--- src/rtl/irq_pin_pkg.sv ---
// Shared register-select encoding for the interrupt pin collector.
package irq_pin_pkg;
    typedef enum logic {
        REG_FLAG = 1'b0,
        REG_EN   = 1'b1
    } reg_sel_e;
endpackage

--- src/rtl/irq_pin_sync.sv ---
// Two-flop synchronizer, one chain per bit.
// Assumes the inputs are idle-high pins, so the chains reset to 1.
module irq_pin_sync #(
    parameter int W = 1
) (
    input  logic         clk,
    input  logic         rst_n,
    input  logic [W-1:0] pin_a,
    output logic [W-1:0] pin_s
);
    for (genvar g = 0; g < W; g++) begin : g_chain
        logic meta_q, sync_q;
        // Two-stage capture of an asynchronous pin.
        always_ff @(posedge clk) begin
            if (!rst_n) begin
                meta_q <= 1'b1;
                sync_q <= 1'b1;
            end else begin
                meta_q <= pin_a[g];
                sync_q <= meta_q;
            end
        end
        assign pin_s[g] = sync_q;
    end
endmodule

--- src/rtl/irq_lvl_bank.sv ---
// Level flag and enable registers with a gated request output.
// A low pin forces its flag to 1; a clear in the same cycle loses to it.
// Assumes the pin inputs are already synchronized.
module irq_lvl_bank #(
    parameter int N = 2
) (
    input  logic         clk,
    input  logic         rst_n,
    input  logic         pin_sel,
    input  logic         cpu_iflag,
    input  logic [N-1:0] lvl_s_n,
    input  logic         flag_clr_we,
    input  logic         en_we,
    input  logic [N-1:0] wr_bits,
    output logic [N-1:0] flag_q,
    output logic [N-1:0] en_q,
    output logic         irq_req
);
    logic [N-1:0] active;
    logic [N-1:0] clr_mask;

    // Sources count only when the pins are in interrupt mode.
    always_comb active = pin_sel ? ~lvl_s_n : '0;

    // Write-one-to-clear mask.
    always_comb clr_mask = flag_clr_we ? wr_bits : '0;

    // Flag update: a held source has priority over a clear.
    always_ff @(posedge clk) begin
        if (!rst_n) flag_q <= '0;
        else        flag_q <= (flag_q & ~clr_mask) | active;
    end

    // Enable register load.
    always_ff @(posedge clk) begin
        if (!rst_n)     en_q <= '0;
        else if (en_we) en_q <= wr_bits;
    end

    // Maskable request, gated by the processor flag.
    always_comb irq_req = (|(flag_q & en_q)) && !cpu_iflag;
endmodule

--- src/rtl/irq_nmi_latch.sv ---
// Falling-edge detector with a pending latch cleared by acknowledge.
// An edge seen in the acknowledge cycle keeps the latch set.
// Assumes the pin input is already synchronized.
module irq_nmi_latch (
    input  logic clk,
    input  logic rst_n,
    input  logic pin_sel,
    input  logic nmi_s_n,
    input  logic nmi_ack,
    output logic nmi_req
);
    logic prev_q;
    logic fall;

    // Previous synchronized level, tracked in every mode.
    always_ff @(posedge clk) begin
        if (!rst_n) prev_q <= 1'b1;
        else        prev_q <= nmi_s_n;
    end

    // High-to-low transition while in interrupt mode.
    always_comb fall = pin_sel && prev_q && !nmi_s_n;

    // Pending request: set wins over acknowledge.
    always_ff @(posedge clk) begin
        if (!rst_n)       nmi_req <= 1'b0;
        else if (fall)    nmi_req <= 1'b1;
        else if (nmi_ack) nmi_req <= 1'b0;
    end
endmodule

--- src/rtl/irq_pin_unit.sv ---
// Top of the interrupt pin collector: synchronizers, level bank, edge latch
// and the register port. Assumes single-cycle register writes and reads.
module irq_pin_unit #(
    parameter int DATA_W  = 8,
    parameter int NUM_LVL = 2
) (
    input  logic               clk,
    input  logic               rst_n,
    input  logic               pin_sel,
    input  logic               cpu_iflag,
    input  logic [NUM_LVL-1:0] lvl_n,
    input  logic               nmi_n,
    input  logic               nmi_ack,
    input  logic               wr_en,
    input  logic               wr_addr,
    input  logic [DATA_W-1:0]  wr_data,
    input  logic               rd_addr,
    output logic [DATA_W-1:0]  rd_data,
    output logic               irq_req,
    output logic               nmi_req
);
    import irq_pin_pkg::*;

    localparam int NPIN = NUM_LVL + 1;
    localparam int PADW = DATA_W - NUM_LVL;

    logic [NPIN-1:0]    pins_s;
    logic [NUM_LVL-1:0] flag_q, en_q;
    logic               flag_we, en_we;

    irq_pin_sync #(.W(NPIN)) u_sync (
        .clk   (clk),
        .rst_n (rst_n),
        .pin_a ({nmi_n, lvl_n}),
        .pin_s (pins_s)
    );

    // Write decode.
    always_comb begin
        flag_we = wr_en && (reg_sel_e'(wr_addr) == REG_FLAG);
        en_we   = wr_en && (reg_sel_e'(wr_addr) == REG_EN);
    end

    irq_lvl_bank #(.N(NUM_LVL)) u_lvl (
        .clk         (clk),
        .rst_n       (rst_n),
        .pin_sel     (pin_sel),
        .cpu_iflag   (cpu_iflag),
        .lvl_s_n     (pins_s[NUM_LVL-1:0]),
        .flag_clr_we (flag_we),
        .en_we       (en_we),
        .wr_bits     (wr_data[NUM_LVL-1:0]),
        .flag_q      (flag_q),
        .en_q        (en_q),
        .irq_req     (irq_req)
    );

    irq_nmi_latch u_nmi (
        .clk     (clk),
        .rst_n   (rst_n),
        .pin_sel (pin_sel),
        .nmi_s_n (pins_s[NUM_LVL]),
        .nmi_ack (nmi_ack),
        .nmi_req (nmi_req)
    );

    // Read mux, unused positions read zero.
    always_comb begin
        if (reg_sel_e'(rd_addr) == REG_FLAG) rd_data = {{PADW{1'b0}}, flag_q};
        else                                 rd_data = {{PADW{1'b0}}, en_q};
    end
endmodule

--- config.mk ---
export PLATFORM = sky130hd
export DESIGN_NAME = irq_pin_unit
export DESIGN_NICKNAME = d
export VERILOG_FILES = /design/src/rtl/irq_pin_pkg.sv /design/src/rtl/irq_pin_sync.sv /design/src/rtl/irq_lvl_bank.sv /design/src/rtl/irq_nmi_latch.sv /design/src/rtl/irq_pin_unit.sv
export SDC_FILE = /design/constraint.sdc
export NUM_CORES = 1
export LEC_CHECK = 0
export ABC_AREA = 0
export BUFFER_PORTS_ARGS = -buffer_cell sky130_fd_sc_hd__buf_4
export CORE_AREA = 2 2 39 41
export CTS_CLUSTER_SIZE = 8
export DETAILED_ROUTE_END_ITERATION = 16
export DIE_AREA = 0 0 41 43
export GPL_TIMING_DRIVEN = 1
export PLACE_DENSITY = 0.71
export SYNTH_ARGS = -nofsm -noshare
export SYNTH_HDL_FRONTEND = slang
export SYNTH_HIERARCHICAL = 1
export SYNTH_SLANG_ARGS = --single-unit
--- constraint.sdc ---
create_clock -name clk -period 0.9 [get_ports clk]
set_input_delay 0.18 -clock clk [delete_from_list [all_inputs] [get_ports clk]]
set_output_delay 0.18 -clock clk [all_outputs]
set_load 0.02 [all_outputs]
=== After elaboration in Yosys (flattened, before gate mapping) ===
Cells that the tools add are included.

* Register bits after elaboration: 12
* Bits in latches: 0
* Bits in writable memories: 0
* ROM bits: 0
* Input bits: 19
* Output and inout bits: 10
* Logic and storage cells: 30
* Memories kept: 0

* Add/sub/neg operators: 0
* Multiply operators: 0
* Div/mod/pow operators: 0
* $lt $le $gt $ge: 0
* Equal/unequal tests: 0
* Shift operators: 0
* Multiplexer cells: 5
* Bitwise gates (word level): 6
* Reduce and logical (&&, ||, !) cells: 9

{| class="wikitable"
|+ Operator list
! cell !! number
|-
| 2-bit two-way mux || 3
|-
| 1-bit logical AND || 5
|-
| 2-bit bitwise AND || 2
|-
| 2-bit inverter || 2
|-
| 1-bit logical NOT || 2
|-
| 1-bit two-way mux || 2
|-
| 2-bit OR || 1
|-
| 2-bit nonzero test || 1
|-
| 2-bit OR reduction || 1
|-
| 1-bit inverter || 1
|}

=== Depth between registers and ports, before layout ===
Gate-level depths: netlist of run 1.

* Depth after elaboration: 6
* Gate-level depth with buffers: 3

=== Cells and area by module ===
Netlist of run 1, hierarchy kept.

{| class="wikitable"
|+ By module, submodules not included
! module !! instances !! cells each !! area an instance (µm²) !! sequential area each (µm²)
|-
| irq_pin_sync || 1 || 15 || 180.2 || 120.1
|-
| irq_lvl_bank || 1 || 16 || 166.4 || 80.1
|-
| irq_pin_unit || 1 || 11 || 83.8 || 0.0
|-
| irq_nmi_latch || 1 || 6 || 73.8 || 40.0
|}

=== Least setup slack after synthesis of run 1 ===
Ideal clock, no wire load.

* Kind: reg-to-output
* Start: register u_lvl.flag_q[0]
* End: output irq_req
* Arrival time: 0.688 ns
* Data required time: 0.720 ns
* Setup slack: 0.032 ns
* Stages on the path, launching flop included: 3
* Path through: dfxtp_1 -> a22oi_1 -> nor2_1

* Word-level cells in the longest chain between the ends: 3

{| class="wikitable"
|+ Ends and longest elaborated chain
! what !! RTL line !! RTL
|-
| from (decl) || irq_lvl_bank.sv:15 || <nowiki>output logic [N-1:0] flag_q,</nowiki>
|-
| from (signal assigned) || irq_lvl_bank.sv:31 || <nowiki>else flag_q <= (flag_q & ~clr_mask) | active;</nowiki>
|-
| 2-bit bitwise AND || irq_lvl_bank.sv:41 || <nowiki>always_comb irq_req = (|(flag_q & en_q)) && !cpu_iflag;</nowiki>
|-
| 2-bit OR reduction || irq_lvl_bank.sv:41 ||
|-
| 1-bit logical AND || irq_lvl_bank.sv:41 ||
|-
| to (decl) || irq_pin_unit.sv:19 || <nowiki>output logic irq_req,</nowiki>
|}

No other way between the ends.

=== Worst setup path after layout of run 1 ===
* Start: register u_lvl.flag_q[0]
* End: output rd_data[0]

* Word-level cells in the longest chain between the ends: 1

{| class="wikitable"
|+ Ends and longest elaborated chain
! what !! RTL line !! RTL
|-
| 2-bit two-way mux || irq_pin_unit.sv:69 || <nowiki>if (reg_sel_e'(rd_addr) == REG_FLAG) rd_data = {{PADW{1'b0}}, flag_q};</nowiki>
|-
| to (decl) || irq_pin_unit.sv:18 || <nowiki>output logic [DATA_W-1:0] rd_data,</nowiki>
|}

No other way between the ends.

==> impl_metrics.json, run 1 <==
{
  "synth.most_common_cell": "dfxtp_1",
  "path_cells": "mux2_4, buf_6",
  "ys_ff_latch": 12,
  "power_density_nw_per_um2": 1659,
  "syn_inst": 48,
  "endpoint_kind": "output pin",
  "clock.fmax_mhz": 839.6,
  "crit_type": "reg -> out",
  "synth_edf_count": 0,
  "finalSetupViolations": 3,
  "peakVddDrop_mv": 1.097,
  "async_flop_share_pct": 0,
  "first_global_vias": 296,
  "io-pin-count": 29,
  "p_int_mw": 0.8784,
  "crit_required_ns": 0.72,
  "slowest_stage": "dfxtp_2",
  "ant_nets": 0,
  "diodes": 0,
  "vias": 345,
  "finalNetCount": 86,
  "grt_first_pass_wirelength_um": 1138,
  "ctsLongestPathBuffers": 2,
  "crit_arrival_ns": 1.01,
  "violations": "negative setup slack",
  "area_growth_pct": 34.24,
  "clk_pin_slew_worst_paths_ns": 0.07,
  "seq_power_share_pct": 50.4,
  "design.core.area_um2": 1384,
  "fin_cells": 82,
  "cts_tree": "yes",
  "p_leak_nw": 0.3216,
  "yosysWarnings": 6,
  "syn_area_um2": 504.2,
  "yosys-top-cells-count": "dfxtp_1 (12), buf_4 (9), nand2b_1 (6)",
  "synth_ff_type": "dfxtp_1",
  "routedWlPerCell_um": 10.06,
  "grt_max_degree": 9,
  "drive_above_1_share_pct": 48.48,
  "max_stage_delay_ns": 0.34,
  "sw_frac_of_total_pct": 21.78,
  "rsz0062_at_grt": "true",
  "fin_skew_ns": 0.003681,
  "synthTopCellsByArea": "dfxtp_1 (48%), buf_4 (13%), nand2b_1 (7.4%)",
  "drv_cap": 0,
  "root_buffer": "clkbuf_4",
  "grt_remaining_overflow": 0,
  "dpl.hpwl_um": 581.8,
  "netlist.area_leader.share_pct": 47.64,
  "period_needed_ns": 1.191,
  "grt.total_usage_pct": 10.91,
  "seq_area_frac_synth_pct": 47.64,
  "numCtsBuffers": 3,
  "syn_avg_cell_area_um2": 10.50,
  "clk_latency_ns": 0.27,
  "crit_family": "flip-flops",
  "critPathLaunchType": "register",
  "dpl.cell_count": 77,
  "setup_ws_ns": -0.2910,
  "status": "finished with violations",
  "gp_congestion": 0.7356,
  "ys_types": 16,
  "final_core_util_pct": 48.92,
  "wl_um": 825,
  "numPortBuffers": 16,
  "clock_sinks": 12,
  "initial_core_util_pct": 36.44,
  "antenna_found_initial": 0,
  "slew_viol_final": 0,
  "synth_top_area_cell": "dfxtp_1",
  "min_path_type": "in -> reg",
  "die_y_um": 43,
  "crit_fanout": 3,
  "hold_violations": 0,
  "fp-row-count": 14,
  "routed_via_density": 4.207,
  "p_comb_share_pct": 12.8,
  "drc": 0,
  "fp.dieW_um": 41,
  "cts.htree.levels": 1,
  "first_iter_violations": 1,
  "power_switching_mw": 0.2446,
  "first_pass_iters": 2,
  "die_area_um2": 1763,
  "critical_path_buf_inv_count": 1,
  "period_share_pct": 132.3,
  "pwr-share-clk_pct": 36.8
}
kinds of logic (layout without fill, tap and decap cells):
logic type,count (synthesis),count (layout),synth area share [%]
buffers and inverters,9,22,13.40
other,1,6,0.7437
muxes,4,4,8.437
DFF,12,12,47.64
AOI/OAI and AO/OA,4,4,6.701
and+or+nand+nor,18,18,23.08
path summary, 6_finish.rpt:
| kind | to | slack [ns] | cells past startpoint | start |
|---|---|---|---|---|
| worst max-delay path | rd_data[0] | -0.29 | 2 | u_lvl/flag_q[0] |
| worst min-delay path | u_sync/g_chain[1].meta_q | 0.09 | 2 | lvl_n[1] |
| worst max register to register | u_lvl/flag_q[0] | 0.14 | 2 | u_sync/g_chain[0].sync_q |
| worst min register to register | u_sync/g_chain[1].sync_q | 0.41 | 1 | u_sync/g_chain[1].meta_q |
cells in the final DEF (no fill, tap or decap), drive strengths merged:
cell	synthesis	layout
nor2	1	1
a31o	2	2
nor2b	3	3
nand3b	1	1
nand2	3	3
o21ai	1	1
a22oi	1	1
mux2i	2	2
and3b	2	2
mux2	2	2
dfxtp	12	12
nand2b	7	7
buf	9	18
clkbuf	0	4
conb	1	6
and2	1	1
final cells by class:
type / instances / area, µm²
sequential: 12 / 246.5
fill: 133 / 706.9
timing repair buffer: 18 / 146.4
tap: 16 / 20.02
multi-input combinational: 32 / 227.7
clock buffer: 4 / 36.28
state kept, by name, summed over array words and instances (netlist names):
register,count
u_lvl/en_q,2
u_lvl/flag_q,2
u_nmi/nmi_req,1
u_nmi/prev_q,1
u_sync/g_chain.meta_q,3
u_sync/g_chain.sync_q,3
per-layer routing:
layer	routed length [µm]	vias to the layer above	global-route usage, %
met4	16	0	14.00
met5	0	-	0
met3	49	2	4.712
met1	312	152	10.82
met2	447	12	14.06
li1	-	179	-
per-stage QoR:
step / setup WS, ns / instance area (µm²) / total power, mW / hold WS, ns / TNS [ns]
2_1_floorplan: 0.03220 / 523.0 / 0.6660 / 0.2530 / 0
3_3_place_gp: -0.01758 / 603.1 / 0.7044 / 0.3613 / -0.03462
3_5_place_dp: -0.03523 / 603.1 / 0.7087 / 0.3708 / -0.06297
4_1_cts: -0.2999 / 655.6 / 1.137 / 0.07955 / -0.8922
5_1_grt: -0.3292 / 676.9 / 1.183 / 0.09505 / -1.005
6_report: -0.2910 / 676.9 / 1.123 / 0.09253 / -0.8556
power by group through the flow:
stage / Combinational, mW / Sequential, mW / Clock [mW]
after CTS: 0.139 / 0.563 / 0.435
final: 0.144 / 0.565 / 0.413
after global placement: 0.131 / 0.573 / 0
after detailed placement: 0.135 / 0.574 / 0
after floorplan: 0.0932 / 0.573 / 0
after global routing: 0.157 / 0.569 / 0.457
repair_timing:
action	in CTS	in global routing
setup endpoints to repair	4	4
hold buffers	0	0
gates resized for setup	7	4
endpoints found under the hold margin	0	0
pin swaps	0	1
buffers inserted	0	1
Note: power is estimated with default switching activity, not from simulation.
==> inputs of run 2 (changes only) <==
--- a/config.mk
+++ b/config.mk
@@ -6,7 +6,7 @@
 export NUM_CORES = 1
 export LEC_CHECK = 0
 export ABC_AREA = 0
-export BUFFER_PORTS_ARGS = -buffer_cell sky130_fd_sc_hd__buf_4
+export BUFFER_PORTS_ARGS = -buffer_cell sky130_fd_sc_hd__buf_2
 export CORE_AREA = 2 2 39 41
 export CTS_CLUSTER_SIZE = 8
 export DETAILED_ROUTE_END_ITERATION = 16
==> impl_metrics.json, run 2 (same netlist as run 1, synthesis figures left out) <==
{
  "cts.htree.levels": 1,
  "r2r_slack_ns": 0.15,
  "grt_first_pass_wirelength_um": 1090,
  "whs_path_depth": 2,
  "min_path_type": "in -> reg",
  "p_leak_nw": 0.2934,
  "first_global_vias": 313,
  "grt_remaining_overflow": 0,
  "endpoint_kind": "output pin",
  "holdBufCountCts": 0,
  "finalSetupViolations": 3,
  "worst_r2r_path_depth": 2,
  "r2r_start": "u_sync/g_chain[0].sync_q",
  "status": "finished with violations",
  "diodes": 0,
  "numPortBuffers": 16,
  "dpl.cell_count": 77,
  "crit_fanout": 3,
  "final_cell_mix": "buf_2 (12), dfxtp_1 (7), conb_1 (6), nand2b_1 (6), dfxtp_2 (5)",
  "period_share_pct": 131.2,
  "rsz0062_at_grt": "true",
  "fp.dieW_um": 41,
  "top_regs": "u_sync/g_chain.meta_q: 3 flops, u_sync/g_chain.sync_q: 3 flops",
  "fillers": 140,
  "io-pin-count": 29,
  "grt_max_degree": 9,
  "antenna_found_initial": 0,
  "numCtsBuffers": 3,
  "ctsLongestPathBuffers": 2,
  "die_area_um2": 1763,
  "routed_via_density": 4.400,
  "critPathLaunchType": "register",
  "design.core.area_um2": 1384,
  "clock_sinks": 12,
  "initial_core_util_pct": 36.44,
  "fin_skew_ns": 0.001325,
  "vias": 352,
  "crit_arrival_ns": 1.00,
  "cts_tree": "yes",
  "drive_above_1_share_pct": 46.88,
  "fin_cells": 80,
  "first_pass_iters": 2,
  "postCtsSetupBuffers": 0,
  "peakVddDrop_mv": 0.7801,
  "hold_violations": 0,
  "drv_cap": 0,
  "clk_pin_slew_worst_paths_ns": 0.07,
  "finalNetCount": 85,
  "setup_ws_ns": -0.2811,
  "first_iter_violations": 4,
  "gp_congestion": 0.7232,
  "fp-row-count": 14,
  "violations": "negative setup slack",
  "die_y_um": 43,
  "grt.total_usage_pct": 10.03,
  "crit_type": "reg -> out",
  "rr_endpoint": "u_lvl/flag_q[0]",
  "setup_tns_ns": -0.8288,
  "clk_latency_ns": 0.27,
  "root_buffer": "clkbuf_4",
  "drc": 0,
  "clock.fmax_mhz": 846.6,
  "slew_viol_final": 0,
  "area_growth_pct": 22.58,
  "min_from": "lvl_n[1]",
  "ant_nets": 0,
  "period_needed_ns": 1.181,
  "layout_commonest_cell": "buf_2",
  "crit_required_ns": 0.72,
  "routedWlPerCell_um": 9.188,
  "hold_end": "u_sync/g_chain[1].meta_q",
  "power_density_nw_per_um2": 1617,
  "wl_um": 735
}
run 2: changes by cell type in the layout (fill, tap and decap cells not counted), sizes merged:
cell / change
buf: -1
clkbuf: -1
run 2: final cells by class:
type                    count  area, µm²  area share (%)
flip-flops and latches     12      246.5           39.88
multi-input cells          32      220.2           35.63
repair buffers             17      108.9           17.61
clock buffers               3      22.52           3.644
well taps                  16      20.02           3.239
run 2: repair_timing:
| action | in CTS | in global routing |
|---|---|---|
| pin swaps | 1 | 0 |
| setup endpoints to repair | 4 | 4 |
| resized for setup | 12 | 1 |
run 2: how the worst max path moves through the flow:
stage	slack (ns)	end	startpoint	cells after the start
after floorplan	0.03	irq_req	u_lvl/flag_q[0]	2
after global placement	-0.02	rd_data[0]	rd_addr	3
after detailed placement	-0.04	rd_data[0]	rd_addr	3
after CTS	-0.29	rd_data[0]	u_lvl/en_q[0]	2
after global routing	-0.32	rd_data[0]	u_lvl/en_q[0]	2
final	-0.28	rd_data[0]	u_lvl/en_q[0]	2
run 2: metrics by stage:
step | total power [mW] | setup WS, ns | util [%] | hold WS [ns] | area, µm²
final | 0.9997 | -0.2811 | 44.67 | 0.08847 | 618.1
after global routing | 1.060 | -0.3195 | 44.67 | 0.07592 | 618.1
after CTS | 1.016 | -0.2850 | 44.30 | 0.08057 | 613.1
after detailed placement | 0.6894 | -0.04060 | 40.69 | 0.3634 | 563.0
after global placement | 0.6861 | -0.02223 | 40.69 | 0.3589 | 563.0
after floorplan | 0.6660 | 0.03220 | - | 0.2530 | 523.0
run 2: report_power, final:
| group | switching (mW) | leakage (nW) | internal (mW) |
|---|---|---|---|
| Sequential | 0.00997 | 0.101 | 0.555 |
| Combinational | 0.0638 | 0.179 | 0.0590 |
| Clock | 0.157 | 0.0138 | 0.155 |
run 2: worst max-delay path, stage by stage, from the launching register on:
cell,delay (ns)
dfxtp_2,0.33
mux2_2,0.27
buf_6,0.13
run 2: metal layers:
| layer | GRT usage [%] | routed length [µm] |
|---|---|---|
| met1 | 9.603 | 278 |
| met2 | 14.37 | 361 |
| met3 | 3.141 | 58 |
| met4 | 12.00 | 37 |
| met5 | 0 | 0 |
